<file path="config.mk">
export PLATFORM = sky130hd
export DESIGN_NAME = gpa_top
export DESIGN_NICKNAME = d
export VERILOG_FILES = /design/src/rtl/gpa_pkg.sv /design/src/rtl/gpa_cfg_regs.sv /design/src/rtl/gpa_read_latch.sv /design/src/rtl/gpa_write_mux.sv /design/src/rtl/gpa_top.sv
export SDC_FILE = /design/constraint.sdc
export NUM_CORES = 1
export LEC_CHECK = 0
export BUFFER_PORTS_ARGS = -buffer_cell sky130_fd_sc_hd__buf_2
export CAP_MARGIN = 30
export CORE_MARGIN = 1.5
export CORE_UTILIZATION = 41
export CTS_BUF_LIST = sky130_fd_sc_hd__clkbuf_4
export CTS_CLUSTER_SIZE = 40
export DETAILED_ROUTE_END_ITERATION = 16
export PLACE_DENSITY = 0.7
export SYNTH_ARGS = -nofsm -noshare
export SYNTH_HDL_FRONTEND = slang
export SYNTH_SLANG_ARGS = --single-unit
</file>
<file path="constraint.sdc">
create_clock -name clk -period 2.4 [get_ports clk]
set_input_delay 0.48 -clock clk [delete_from_list [all_inputs] [get_ports clk]]
set_output_delay 0.48 -clock clk [all_outputs]
set_load 0.01 [all_outputs]
</file>
<file path="src/rtl/gpa_pkg.sv">
package gpa_pkg;

  localparam int BYTE_W  = 8;
  localparam int NPLANES = 3;
  localparam int PLANE_BUS_W = BYTE_W * NPLANES;

  typedef enum logic [1:0] {
    OP_CLEAR = 2'b00,
    OP_SET   = 2'b01,
    OP_FLIP  = 2'b10,
    OP_KEEP  = 2'b11
  } plane_op_e;

  typedef enum logic [1:0] {
    DP_LOGIC    = 2'b00,
    DP_RESTORE  = 2'b01,
    DP_P1_TO_P0 = 2'b10,
    DP_P0_TO_P1 = 2'b11
  } datapath_e;

  // Logic operation of one plane: latched byte combined with the CPU mask.
  function automatic logic [BYTE_W-1:0] plane_alu(
    input logic [BYTE_W-1:0] held,
    input logic [BYTE_W-1:0] mask,
    input plane_op_e         op
  );
    logic [BYTE_W-1:0] r;
    unique case (op)
      OP_CLEAR: r = held & ~mask;
      OP_SET:   r = held | mask;
      OP_FLIP:  r = held ^ mask;
      default:  r = held;
    endcase
    return r;
  endfunction

  // Colour match: a bit is 1 where every plane agrees with its reference.
  function automatic logic [BYTE_W-1:0] colour_match(
    input logic [PLANE_BUS_W-1:0] planes,
    input logic [NPLANES-1:0]     refbits
  );
    logic [BYTE_W-1:0] m;
    m = '1;
    for (int p = 0; p < NPLANES; p++) begin
      m &= ~(planes[p*BYTE_W +: BYTE_W] ^ {BYTE_W{refbits[p]}});
    end
    return m;
  endfunction

endpackage

</file>
<file path="src/rtl/gpa_cfg_regs.sv">
module gpa_cfg_regs
  import gpa_pkg::*;
(
  input  logic               clk,
  input  logic               rst_n,
  input  logic               cfg_we,
  input  logic               cfg_sel,
  input  logic [BYTE_W-1:0]  cfg_wdata,
  output logic [2*NPLANES-1:0] ops_o,
  output datapath_e          path_o,
  output logic               gfx_en_o,
  output logic [NPLANES-1:0] ref_o
);

  localparam int OPS_W = 2 * NPLANES;

  logic [OPS_W-1:0]   ops_q;
  datapath_e          path_q;
  logic               gfx_q;
  logic [NPLANES-1:0] ref_q;

  logic ld_ops, ld_ctl;
  assign ld_ops = cfg_we && !cfg_sel;
  assign ld_ctl = cfg_we &&  cfg_sel;

  logic cfg_unused;
  assign cfg_unused = ^{cfg_wdata[7:6], cfg_wdata[3]};

  always_ff @(posedge clk) begin
    if (!rst_n) begin
      ops_q  <= '0;
      path_q <= DP_LOGIC;
      gfx_q  <= 1'b0;
      ref_q  <= '0;
    end else begin
      if (ld_ops) ops_q <= cfg_wdata[OPS_W-1:0];
      if (ld_ctl) begin
        gfx_q  <= cfg_wdata[7];
        path_q <= datapath_e'(cfg_wdata[5:4]);
        ref_q  <= cfg_wdata[NPLANES-1:0];
      end
    end
  end

  assign ops_o    = ops_q;
  assign path_o   = path_q;
  assign gfx_en_o = gfx_q;
  assign ref_o    = ref_q;

  AST_CFG_HOLD: assert property (@(posedge clk) disable iff (!rst_n)
    !cfg_we |=> $stable({ops_q, path_q, gfx_q, ref_q}));

endmodule

</file>
<file path="src/rtl/gpa_read_latch.sv">
module gpa_read_latch
  import gpa_pkg::*;
(
  input  logic                   clk,
  input  logic                   rst_n,
  input  logic                   rd_issue,
  input  logic [PLANE_BUS_W-1:0] pl_rdata,
  output logic [PLANE_BUS_W-1:0] latch_o,
  output logic                   pend_o,
  output logic                   valid_o
);

  logic [PLANE_BUS_W-1:0] latch_q;
  logic pend_q, valid_q;

  always_ff @(posedge clk) begin
    if (!rst_n) begin
      latch_q <= '0;
      pend_q  <= 1'b0;
      valid_q <= 1'b0;
    end else begin
      pend_q  <= rd_issue;
      valid_q <= pend_q;
      if (pend_q) latch_q <= pl_rdata;
    end
  end

  assign latch_o = latch_q;
  assign pend_o  = pend_q;
  assign valid_o = valid_q;

  AST_LATCH_ONLY_ON_READ: assert property (@(posedge clk) disable iff (!rst_n)
    !pend_q |=> $stable(latch_q));
  AST_PEND_AFTER_ISSUE: assert property (@(posedge clk) disable iff (!rst_n)
    rd_issue |=> pend_q);
  AST_VALID_AFTER_PEND: assert property (@(posedge clk) disable iff (!rst_n)
    pend_q |=> valid_q);
  AST_VALID_ONE_CYCLE: assert property (@(posedge clk) disable iff (!rst_n)
    valid_q |=> !valid_q);

endmodule

</file>
<file path="src/rtl/gpa_write_mux.sv">
module gpa_write_mux
  import gpa_pkg::*;
(
  input  logic                   wr_go,
  input  datapath_e              path,
  input  logic [2*NPLANES-1:0]   ops,
  input  logic [BYTE_W-1:0]      cpu_byte,
  input  logic [PLANE_BUS_W-1:0] latch,
  output logic [NPLANES-1:0]     we_o,
  output logic [PLANE_BUS_W-1:0] wdata_o
);

  logic [BYTE_W-1:0] held0, held1;
  assign held0 = latch[0 +: BYTE_W];
  assign held1 = latch[BYTE_W +: BYTE_W];

  for (genvar p = 0; p < NPLANES; p++) begin : g_plane
    plane_op_e         op_p;
    logic [BYTE_W-1:0] held_p;
    logic [BYTE_W-1:0] data_p;
    logic              en_p;

    assign op_p   = plane_op_e'(ops[2*p +: 2]);
    assign held_p = latch[p*BYTE_W +: BYTE_W];

    always_comb begin
      data_p = held_p;
      en_p   = 1'b0;
      unique case (path)
        DP_LOGIC: begin
          data_p = plane_alu(held_p, cpu_byte, op_p);
          en_p   = (op_p != OP_KEEP);
        end
        DP_RESTORE: begin
          data_p = held_p;
          en_p   = 1'b1;
        end
        DP_P1_TO_P0: begin
          data_p = held1;
          en_p   = (p == 0);
        end
        default: begin
          data_p = held0;
          en_p   = (p == 1);
        end
      endcase
    end

    assign we_o[p]                    = wr_go && en_p;
    assign wdata_o[p*BYTE_W +: BYTE_W] = data_p;
  end

endmodule

</file>
<file path="src/rtl/gpa_top.sv">
module gpa_top
  import gpa_pkg::*;
#(
  parameter int ADDR_W = 6
) (
  input  logic                   clk,
  input  logic                   rst_n,
  input  logic                   cfg_we,
  input  logic                   cfg_sel,
  input  logic [7:0]             cfg_wdata,
  input  logic                   acc_stb,
  input  logic                   acc_we,
  input  logic [ADDR_W-1:0]      acc_addr,
  input  logic [7:0]             acc_wdata,
  output logic [7:0]             acc_rdata,
  output logic                   acc_rvalid,
  output logic                   main_sel,
  output logic                   pl_re,
  output logic [2:0]             pl_we,
  output logic [ADDR_W-1:0]      pl_addr,
  output logic [23:0]            pl_wdata,
  input  logic [23:0]            pl_rdata
);

  logic [2*NPLANES-1:0]   ops;
  datapath_e              path;
  logic                   gfx_en;
  logic [NPLANES-1:0]     refbits;
  logic [PLANE_BUS_W-1:0] latch;
  logic                   rd_pend;

  // Named access events
  logic gfx_hit, rd_go, wr_go, main_hit;
  assign gfx_hit  = acc_stb &&  gfx_en;
  assign main_hit = acc_stb && !gfx_en;
  assign rd_go    = gfx_hit && !acc_we;
  assign wr_go    = gfx_hit &&  acc_we;

  gpa_cfg_regs i_regs (
    .clk       (clk),
    .rst_n     (rst_n),
    .cfg_we    (cfg_we),
    .cfg_sel   (cfg_sel),
    .cfg_wdata (cfg_wdata),
    .ops_o     (ops),
    .path_o    (path),
    .gfx_en_o  (gfx_en),
    .ref_o     (refbits)
  );

  gpa_read_latch i_latch (
    .clk      (clk),
    .rst_n    (rst_n),
    .rd_issue (rd_go),
    .pl_rdata (pl_rdata),
    .latch_o  (latch),
    .pend_o   (rd_pend),
    .valid_o  (acc_rvalid)
  );

  gpa_write_mux i_wmux (
    .wr_go    (wr_go),
    .path     (path),
    .ops      (ops),
    .cpu_byte (acc_wdata),
    .latch    (latch),
    .we_o     (pl_we),
    .wdata_o  (pl_wdata)
  );

  assign main_sel  = main_hit;
  assign pl_re     = rd_go;
  assign pl_addr   = acc_addr;
  assign acc_rdata = colour_match(latch, refbits);

  AST_NO_ACCESS_IN_FLIGHT: assert property (@(posedge clk) disable iff (!rst_n)
    rd_pend |-> !(acc_stb && gfx_en));
  AST_WE_NEEDS_WRITE_STB: assert property (@(posedge clk) disable iff (!rst_n)
    (pl_we != '0) |-> (acc_stb && acc_we && !main_sel));
  AST_MAIN_ISOLATED: assert property (@(posedge clk) disable iff (!rst_n)
    main_sel |-> (!pl_re && pl_we == '0));
  AST_READ_NO_WRITE: assert property (@(posedge clk) disable iff (!rst_n)
    pl_re |-> (pl_we == '0));
  AST_COPY_TO_P0: assert property (@(posedge clk) disable iff (!rst_n)
    (path == DP_P1_TO_P0 && pl_we != '0) |-> (pl_we == 3'b001 && pl_wdata[7:0] == latch[15:8]));
  AST_COPY_TO_P1: assert property (@(posedge clk) disable iff (!rst_n)
    (path == DP_P0_TO_P1 && pl_we != '0) |-> (pl_we == 3'b010 && pl_wdata[15:8] == latch[7:0]));
  AST_RESTORE_ALL: assert property (@(posedge clk) disable iff (!rst_n)
    (path == DP_RESTORE && acc_stb && acc_we && gfx_en) |-> ($countones(pl_we) == 3 && pl_wdata == latch));

endmodule

</file>
* Word level (Yosys, flattened, before mapping)
Cells that the tools add are included.
** Operators by class
- Equality and inequality tests :: 11
- Muxes and demuxes :: 9
- Bitwise logic cells :: 18
- Reduce and logical (&&, ||, !) cells :: 17
** Operators with widths (count)
- $pmux 8 s3 :: 4
- $xor 8x8->8 :: 6
- $and 8x8->8 :: 5
- $not 8->8 :: 4
- $pmux 8 s2 :: 2
- $or 8x8->8 :: 3
- $logic_and 1x1->1 :: 9
- $eq 2x1->1 const B :: 4
- $eq 2x2->1 const B :: 4
- $logic_not 2->1 :: 4
- $ne 2x2->1 const B :: 3
- $pmux 1 s2 :: 3
- $logic_not 1->1 :: 3
- $reduce_or 2->1 :: 1
** Storage, ports and cells
- Bits in registers :: 38
- Input port bits :: 52
- Word-level logic and storage cells :: 62

* Depth between registers and ports, before layout
- Depth in word-level cells :: 4
- Depth in mapped cells :: 7

* Modules after synthesis
Synthesis repeated with hierarchy kept, for this count alone.
** Unflattened totals
- Cells, all modules :: 417
- Area total of the unflattened synthesis :: 3801.1 um2
** Modules (own cells, without submodules)
- gpa_write_mux :: instances 1, cells each 242, area each 1954.4 um2
- gpa_read_latch :: instances 1, cells each 81, area each 982.2 um2
- gpa_cfg_regs :: instances 1, cells each 49, area each 475.5 um2
- gpa_top :: instances 1, cells each 45, area each 389.1 um2

* Worst setup path after synthesis
Ideal clock, no wire load.
- Path kind :: input to output
- Start point :: in acc_wdata[0]
- End point :: out pl_wdata[0]
- Data arrival time :: 1.591 ns
- Required time :: 1.920 ns
- Slack :: 0.329 ns
- Stages :: 5
- Cells stage by stage :: inv_1 -> ha_1 -> mux2_4 -> o211a_1 -> a221o_1
** Between the ends
- Longest elaborated chain between the ends :: 4
** Ends and longest elaborated chain
- start: declaration :: RTL line gpa_top.sv:14 : input logic [7:0] acc_wdata,
- $not 8->8 :: RTL line gpa_pkg.sv:29 : OP_CLEAR: r = held & ~mask;
- $and 8x8->8 :: RTL line gpa_pkg.sv:29
- $pmux 8 s3 (*) :: RTL line gpa_pkg.sv:28 : unique case (op)
- $pmux 8 s2 (*) :: RTL line gpa_write_mux.sv:29 : unique case (path)
- end: declaration :: RTL line gpa_top.sv:21 : output logic [23:0] pl_wdata,
Mark *: on every way between the ends. The rest lies on a longest branch, timed or not.

* Final worst setup path
- Start point :: reg i_latch.latch_q[0] (netlist: i_latch.latch_o[0])
- End point :: out pl_wdata[0]
** Between the ends
- Longest elaborated chain between the ends :: 3
** Ends and longest elaborated chain
- start: declaration :: RTL line gpa_read_latch.sv:13 : logic [PLANE_BUS_W-1:0] latch_q;
- start signal: assignment :: RTL line gpa_read_latch.sv:24 : if (pend_q) latch_q <= pl_rdata;
- $xor 8x8->8 (tied with other cells) :: RTL line gpa_pkg.sv:31 : OP_FLIP: r = held ^ mask;
- $pmux 8 s3 :: RTL line gpa_pkg.sv:28
- $pmux 8 s2 (*) :: RTL line gpa_write_mux.sv:29
Marks and branches as above.

==> results.ini <==
[sta]
fin_crit_sh = 0.994
fmax_ghz = 0.419
worstMarginPinSlew_ns = 0.644
layout_setup_ws_ns = 0.0150
report.final.slew_viol_count = 0
final.min_clock_period_ns = 2.38
hold_viol = 0
relSlewSlack = 0.570
final-setup-viol-count = 0
rsz0062_at_grt = yes
setup_tns_ns = 0
fin_worst_skew_ns = 0.0160

[setup_path]
cp.arrival_ns = 1.90
start_kind = flop
critical_path_peak_fanout = 2
cpMaxStageDelayCell = dfxtp_2
crit_type = flop to primary output
critical_path.max_stage_delay_ns = 0.37
crit_required_ns = 1.92
endpoint_kind = primary output
crit_chain = inv_2, ha_4, mux2_4, o211a_1, a221o_1, buf_2

[yosys]
synth_xor_xnor_area_share = 0.0545
synth.distinct_cells = 30
synth-seq-area-share = 0.197
postSynthAreaPerCell_um2 = 8.75
synth_fa_ha_area_frac = 0.169
synth_compound_area_frac = 0.158
postSynth.asyncResetShare = 0
syn_inst = 441
yosysWarnings = 0
synth.net_count = 545
synthFlopType = dfxtp_1
synth_edf_count = 0
synth_top_area_frac = 0.197
yosysTopAreaCell = dfxtp_1
syn_area_um2 = 3860
synth_top_family_by_area = multiplexers
synth-simple-area-share = 0.163
synth_seq_cells = 38
synth_area_leaders = dfxtp_1, ha_1, mux2i_1, nor2b_1, xor2_1
yosys-mux-area-fraction = 0.171

[global_route]
grt.busiest_layer = met2
grt.total_usage = 0.229
antenna_found_initial = 0
grt_max_degree = 39
use_met1 = 0.285
overflow = 0
grt.met3_usage = 0.0292
first_global_vias = 3661
grt_pass1_wl_mm = 18.1
met2_usage = 0.394

[placement]
port_buffers = 82
post-place-cells = 635
dp_hpwl_mm = 8.43
pre_cts_ws_ns = 0.0844
placedInstanceArea_um2 = 4490
gp_congestion = 0.837

[drt]
drc_errors = 0
via_count = 3658
wl_per_cell_um = 17.7
drtIter0Drc = 138
wirelength_mm = 11.7
viasPerCell = 5.56
ant_nets = 0
firstDrtPassIters = 5

[floorplan]
die_h_um = 100
core_um2 = 9200
fp.dieW_um = 100
rows = 35
start_util = 0.420
num_io_pins = 96
design.die.area_um2 = 10000

[cells_and_area]
layout.nets = 650
final_area_um2 = 4990
antenna_cells = 0
areaGrowthSynthToFinish_pct = 29.2
finalNonFillerCells = 658
drive_gt1_frac = 0.378
fillers = 828

[clock_tree]
insertion_delay_ns = 0.36
cts_root_buffer = clkbuf_4
cts_buffer_depth = 2
cts.sinks = 38
cts_tree = done
h-tree-depth = 2
postCtsHoldBufs = 0
clkSlewWorstSetupHoldPaths_ns = 0.13
cts_buffers = 5

[status]
status = completed

[hold_path]
min_path_type = input pin to flop

[pwr]
power.leakage_uw = 0.00233
total_power_uw = 1500
cellPowerDensity_nw_per_um2 = 300
ir_worst_vdd_mv = 0.210

[run]
max_cap_viol_count = 0

==> worst max-delay path, delay by kind of cell (launching register included) <==
kind / cells / cell delay (ns)
DFF: 1 / 0.37
adders and majority gates: 1 / 0.22
buffers and inverters: 2 / 0.20
AOI/OAI and AO/OA: 2 / 0.50
muxes: 1 / 0.25
==> registers in the layout, indices dropped and copies added, names as in the netlist <==
signal           flops
i_latch.latch_o     24
i_latch.pend_o       1
i_regs.ops_o         6
i_latch.valid_o      1
i_regs.path_o        2
i_regs.gfx_en_o      1
i_regs.ref_o         3
==> path summary, 6_finish.rpt <==
kind,slack [ns],cells past startpoint,from,to
max reg2reg,1.24,3,i_latch.pend_o,i_latch.latch_o[12]
min,0.36,3,pl_rdata[18],i_latch.latch_o[18]
min reg2reg,0.51,2,i_regs.gfx_en_o,i_regs.gfx_en_o
max,0.02,6,i_latch.latch_o[0],pl_wdata[0]
==> where the power goes <==
part           switching [µW]  internal, µW
Clock                     229           122
Combinational             249           233
Sequential               23.5           639
Total                     502           993
==> metrics by stage <==
stage | util | hold WS [ns]
floorplan | - | 0.471
global placement | 0.489 | 0.492
detailed placement | 0.489 | 0.500
CTS | 0.513 | 0.374
global route | 0.542 | 0.372
finish | 0.542 | 0.364
==> repair_timing <==
action | in CTS | in global routing
gates resized for setup | 38 | 53
setup endpoints to repair | 24 | 24
setup buffers | 9 | 6
pin swaps | 4 | 12
cloned | 0 | 0
==> kinds of logic (layout without fill, tap and decap cells) <==
group,count (synthesis),count (layout)
compound gates,74,74
xor+xnor,24,24
fa+ha+maj,52,52
buf+inv,73,179
flops,38,38
mux,62,62
simple gates,118,118
==> layer usage <==
metal / vias up / share of wire
met5: - / 0
met4: 0 / 0.029
met1: 1744 / 0.43
met3: 28 / 0.055
met2: 142 / 0.49
li1: 1744 / -
==> cell type report <==
type | count | area (µm²) | share of cell area
flip-flops and latches | 38 | 793 | 0.159
inverters | 35 | 134 | 0.0268
well taps | 111 | 139 | 0.0278
repair buffers | 136 | 873 | 0.175
clock buffers | 6 | 45.0 | 0.00903
multi-input cells | 330 | 3000 | 0.600
clock inverters | 2 | 8.76 | 0.00176
==> cell usage after synthesis, types with 6 or more instances <==
master	instances
a21boi_0	6
a21oi_1	10
a221o_1	16
a311o_1	8
buf_2	13
buf_4	9
clkbuf_1	14
dfxtp_1	38
ha_1	52
inv_1	34
mux2_4	8
mux2i_1	54
nand2_1	24
nand2b_1	9
nand3_1	7
nor2_1	10
nor2b_1	43
nor3_1	17
o211a_1	8
o21ai_0	8
o311ai_0	8
xor2_1	24
==> cell usage in the layout, fill, tap and decap left out, types with 9 or more instances in the layout <==
| cell | count |
|---|---|
| buf_6 | 12 |
| a221o_1 | 16 |
| inv_1 | 23 |
| buf_4 | 41 |
| ha_1 | 34 |
| nand2_1 | 23 |
| dfxtp_1 | 22 |
| a21oi_1 | 10 |
| nor3_1 | 17 |
| dfxtp_2 | 11 |
| buf_2 | 82 |
| inv_2 | 11 |
| xor2_1 | 24 |
| ha_4 | 14 |
| mux2i_1 | 54 |
| nand2b_1 | 9 |
| nor2b_1 | 38 |
| nor2_1 | 10 |
Note: power is estimated with default switching activity, not from simulation.
